File: config.mk
export PLATFORM = sky130hd
export DESIGN_NAME = keylock_gate
export DESIGN_NICKNAME = d
export VERILOG_FILES = /design/src/rtl/keylock_pkg.sv /design/src/rtl/keylock_fsm.sv /design/src/rtl/keylock_decode.sv /design/src/rtl/keylock_qual.sv /design/src/rtl/keylock_gate.sv
export SDC_FILE = /design/constraint.sdc
export NUM_CORES = 1
export LEC_CHECK = 0
export ABC_AREA = 1
export BUFFER_PORTS_ARGS = -buffer_cell sky130_fd_sc_hd__buf_2
export CORE_MARGIN = 2
export CORE_UTILIZATION = 28
export CTS_BUF_LIST = sky130_fd_sc_hd__clkbuf_16
export DETAILED_ROUTE_END_ITERATION = 16
export HOLD_SLACK_MARGIN = 0.02
export PLACE_DENSITY = 0.74
export SLEW_MARGIN = 10
export SYNTH_ARGS = -nofsm -noshare
export SYNTH_HDL_FRONTEND = slang
export SYNTH_HIERARCHICAL = 1
export SYNTH_SLANG_ARGS = --single-unit
export TNS_END_PERCENT = 5
File: constraint.sdc
create_clock -name clk -period 2.35 [get_ports clk]
set_clock_uncertainty 0.2 [all_clocks]
set_input_delay 0.47 -clock clk [delete_from_list [all_inputs] [get_ports clk]]
set_output_delay 0.47 -clock clk [all_outputs]
set_load 0.03 [all_outputs]
File: src/rtl/keylock_pkg.sv
package keylock_pkg;

    typedef enum logic [1:0] {
        KS_IDLE  = 2'd0,
        KS_FIRST = 2'd1,
        KS_OPEN  = 2'd2
    } key_state_e;

    typedef struct packed {
        key_state_e state;
    } key_regs_t;

    typedef struct packed {
        logic is_key;
        logic is_stat;
        logic is_free;
        logic is_prot;
    } addr_class_t;

    localparam logic [7:0] KEY_FIRST = 8'hCA;
    localparam logic [7:0] KEY_SECOND = 8'h53;

endpackage

File: src/rtl/keylock_fsm.sv
module keylock_fsm
    import keylock_pkg::*;
(
    input  logic       clk,
    input  logic       rst_n,
    input  logic       key_wr,
    input  logic [7:0] key_byte,
    output logic       open
);
    key_regs_t r_d, r_q;

    always_comb begin
        r_d = r_q;
        if (key_wr) begin
            unique case (r_q.state)
                KS_IDLE:  r_d.state = (key_byte == KEY_FIRST) ? KS_FIRST : KS_IDLE;
                KS_FIRST: r_d.state = (key_byte == KEY_SECOND) ? KS_OPEN : KS_IDLE;
                KS_OPEN:  r_d.state = (key_byte == KEY_FIRST) ? KS_FIRST : KS_IDLE;
                default:  r_d.state = KS_IDLE;
            endcase
        end
    end

    always_ff @(posedge clk) begin
        if (!rst_n) r_q <= '{state: KS_IDLE};
        else        r_q <= r_d;
    end

    assign open = (r_q.state == KS_OPEN);
endmodule

File: src/rtl/keylock_decode.sv
module keylock_decode
    import keylock_pkg::*;
#(
    parameter int ADDR_W    = 8,
    parameter int KEY_ADDR  = 'h24,
    parameter int STAT_ADDR = 'h0C,
    parameter int TAMP_ADDR = 'h40,
    parameter int BKP_BASE  = 'h50,
    parameter int BKP_COUNT = 20
) (
    input  logic [ADDR_W-1:0] addr,
    output addr_class_t       cls
);
    localparam int BKP_END = BKP_BASE + BKP_COUNT;

    logic in_bkp;

    always_comb begin
        in_bkp      = (int'(addr) >= BKP_BASE) && (int'(addr) < BKP_END);
        cls.is_key  = (int'(addr) == KEY_ADDR);
        cls.is_stat = (int'(addr) == STAT_ADDR);
        cls.is_free = in_bkp || (int'(addr) == TAMP_ADDR);
        cls.is_prot = !(cls.is_key || cls.is_stat || cls.is_free);
    end
endmodule

File: src/rtl/keylock_qual.sv
module keylock_qual
    import keylock_pkg::*;
#(
    parameter int DATA_W  = 32,
    parameter int STAT_LO = 8,
    parameter int STAT_HI = 13
) (
    input  logic              clk,
    input  logic              rst_n,
    input  logic              wr,
    input  logic              open,
    input  addr_class_t       cls,
    output logic              we,
    output logic [DATA_W-1:0] wmask,
    output logic              dropped
);
    logic [DATA_W-1:0] stat_free_mask;

    for (genvar b = 0; b < DATA_W; b++) begin : g_smask
        assign stat_free_mask[b] = (b >= STAT_LO) && (b <= STAT_HI);
    end

    logic drop_d, drop_q;

    always_comb begin
        we    = 1'b0;
        wmask = '0;
        if (wr && !cls.is_key) begin
            if (open || cls.is_free) begin
                we    = 1'b1;
                wmask = '1;
            end else if (cls.is_stat) begin
                we    = 1'b1;
                wmask = stat_free_mask;
            end
        end
        drop_d = drop_q || (wr && cls.is_prot && !open);
    end

    always_ff @(posedge clk) begin
        if (!rst_n) drop_q <= 1'b0;
        else        drop_q <= drop_d;
    end

    assign dropped = drop_q;
endmodule

File: src/rtl/keylock_gate.sv
module keylock_gate
    import keylock_pkg::*;
#(
    parameter int ADDR_W    = 8,
    parameter int DATA_W    = 32,
    parameter int KEY_ADDR  = 'h24,
    parameter int STAT_ADDR = 'h0C,
    parameter int TAMP_ADDR = 'h40,
    parameter int BKP_BASE  = 'h50,
    parameter int BKP_COUNT = 20,
    parameter int STAT_LO   = 8,
    parameter int STAT_HI   = 13
) (
    input  logic              clk,
    input  logic              rst_n,
    input  logic              bus_wr,
    input  logic              bus_rd,
    input  logic [ADDR_W-1:0] bus_addr,
    input  logic [DATA_W-1:0] bus_wdata,
    output logic              reg_we,
    output logic [DATA_W-1:0] reg_wmask,
    output logic              rd_zero,
    output logic              unlocked,
    output logic              drop_seen
);
    addr_class_t cls;

    keylock_decode #(
        .ADDR_W(ADDR_W), .KEY_ADDR(KEY_ADDR), .STAT_ADDR(STAT_ADDR),
        .TAMP_ADDR(TAMP_ADDR), .BKP_BASE(BKP_BASE), .BKP_COUNT(BKP_COUNT)
    ) u_dec (
        .addr(bus_addr),
        .cls (cls)
    );

    keylock_fsm u_fsm (
        .clk     (clk),
        .rst_n   (rst_n),
        .key_wr  (bus_wr && cls.is_key),
        .key_byte(bus_wdata[7:0]),
        .open    (unlocked)
    );

    keylock_qual #(
        .DATA_W(DATA_W), .STAT_LO(STAT_LO), .STAT_HI(STAT_HI)
    ) u_qual (
        .clk    (clk),
        .rst_n  (rst_n),
        .wr     (bus_wr),
        .open   (unlocked),
        .cls    (cls),
        .we     (reg_we),
        .wmask  (reg_wmask),
        .dropped(drop_seen)
    );

    assign rd_zero = bus_rd && cls.is_key;
endmodule

==> flow_summary.yaml <==
cts:
  cts_root_buf: "clkbuf_16"
  numCtsBuffers: 3
  hold_buffers: 0
  cts_tree: "done"
  htreeDepth: 1
  clock-sinks: 3
  ctsLongestPathBuffers: 2
  insertion_delay_ns: 0.22
  path_clk_slew_ns: 0.03
final_layout:
  fill_cells: 216
  area_growth_pct: 31.3
  final_cell_mix: "buf_2, inv_1, nand2_1"
  drive_above_1_share: 0.555
  nets: 182
  layout_commonest_cell: "buf_2"
  utilization: 0.400
  antenna_cells_inserted: 0
power_and_ir_drop:
  total_power_uw: 424
  p_seq_frac: 0.126
  ir_drop_mv: 0.324
  power_density_nw_per_um2: 524
  pwr-share-comb: 0.248
  power.internal_uw: 306
  swShare: 0.277
  clock_power_share: 0.627
  p_leak_nw: 0.559
  p_sw_uw: 117
sta:
  min_period_ns: 2.22
  timing.slew.headroom: 0.719
  rsz0062_at_grt: "no"
  hold_viol: 0
  slew_violations: 0
  worst_slew_pin_slew_ns: 0.421
  finalSetupTns_ns: 0
  fmax_mhz: 449
  setup_viol: 0
  timing.final.crit_share: 0.947
die:
  ios: 80
  start_util: 0.304
  fp.dieW_um: 50.9
  die-area_um2: 2590
  floorplan.rows: 16
  die_y_um: 50.9
  core-area_um2: 2020
run:
  cap_violations: 0
grt:
  antenna_found_initial: 0
  first_global_vias: 456
  grt_max_degree: 27
  grt_overflow_total: 0
  grt_pass1_wl_um: 1700
  grt.total_usage: 0.0869
logic_synthesis:
  syn_inst: 107
  syn_avg_cell_area_um2: 5.75
  ys_seq_area_frac: 0.0976
  ys_types: 15
  syn-num-nets: 151
  netlist_area_um2: 616
  ys_ff_latch: 3
  yosysWarnings: 6
worst_setup_path:
  critPathKind: "in -> out"
  worstPathArrival_ns: 1.55
  slowest_delay_ns: 0.33
  ff2ff_setup_slack_ns: 1.27
  crit_family: "simple AND/OR/NAND/NOR gates"
  critPathMaxFanout: 6
  timing.critical_path.buf_inv: 2
  required_ns: 1.68
  crit_path_end_kind: "output port"
  worstSetupStartpointType: "input port"
  cpMaxStageDelayCell: "nor2_2"
  cp_cell_sequence: "buf_2 > nor2_1 > nand2_1 > nand2_1 > nor2_4 > nor2_2 > nor2_2 > buf_2"
drt:
  drt_pass1_iterations: 4
  viasPerCell: 3.84
  drt_iter0_markers: 8
  post-route-drc-count: 0
  routed_wirelength_um: 1260
  routedWlPerCell_um: 7.65
  vias: 629
  ant_nets: 0
place:
  routabilityCongestion: 0.744
  dp_hpwl_um: 948
  numPortBuffers: 55
hold_path:
  hold_path_class: "reg -> reg"
status:
  status: "complete, no violations"
==> worst min-delay path, cell delays in order (launching register included) <==
cell	delay, ns
dfxtp_1	0.29
inv_1	0.06
a21oi_2	0.05
==> registers in the layout, indices dropped and copies added (netlist names) <==
signal / cells
u_qual/dropped: 1
u_fsm/r_q: 2
==> area by class of cell <==
class / instances / area (µm²) / share of cell area
Clock buffer: 3 / 75.1 / 0.0929
Clock inverter: 1 / 3.75 / 0.00464
Inverter: 26 / 97.6 / 0.121
Multi-Input combinational cell: 49 / 263 / 0.325
Sequential cell: 3 / 60.1 / 0.0743
Tap cell: 27 / 33.8 / 0.0418
Timing Repair Buffer: 55 / 275 / 0.341
==> repair_timing <==
item,CTS,global route
resized for setup,0,4
endpoints found under the setup margin,0,26
buffers inserted,0,0
==> kinds of logic after synthesis <==
kind of cell / Yosys count / synth area share
AO/OA/AOI/OAI: 7 / 0.0752
flip-flops: 3 / 0.0976
AND/OR/NAND/NOR: 40 / 0.291
buffers and inverters: 57 / 0.537
==> metrics by stage <==
stage,worst slack [ns],std cells,cell area [µm²],hold WS (ns)
2_1_floorplan,-0.0786,107,623,0.249
3_3_place_gp,0.0856,158,699,0.246
3_5_place_dp,0.0570,158,699,0.261
4_1_cts,0.0359,162,778,0.265
5_1_grt,0.0205,164,808,0.273
6_report,0.125,164,808,0.258
==> synth_stat cells <==
cell type	number	area share
a21oi_1	2	0.016
inv_1	23	0.14
dfxtp_1	3	0.098
nand2_2	2	0.020
nor2_1	10	0.061
nand2_1	21	0.13
a21oi_2	2	0.028
inv_2	3	0.018
o21ai_0	2	0.016
nor2_4	1	0.018
o21ai_2	1	0.014
nand3_1	2	0.016
nor2_2	3	0.030
buf_4	31	0.38
nand3_2	1	0.016
==> layer usage <==
metal,vias up,wire length [µm],GRT usage
met5,-,0,0
met4,0,0,0.0270
met3,0,120,0.0351
met2,33,604,0.160
met1,258,530,0.0893
li1,338,-,-
==> power by group through the flow <==
stage	registers (mW)	clock network, mW	logic [mW]
CTS	0.0533	0.269	0.101
global placement	0.0540	0	0.0995
finish	0.0533	0.266	0.105
floorplan	0.0569	0	0.0809
detailed placement	0.0540	0	0.101
global route	0.0534	0.275	0.114
==> path summary, 6_finish.rpt <==
path                            cells past startpoint              to      startpoint
worst max register to register                      5  u_qual/dropped    u_fsm/r_q[1]
worst min register to register                      2  u_qual/dropped  u_qual/dropped
worst min-delay path                                2  u_qual/dropped  u_qual/dropped
worst max-delay path                                8    reg_wmask[4]     bus_addr[5]
No activity file was read; power rests on OpenSTA's default activity.
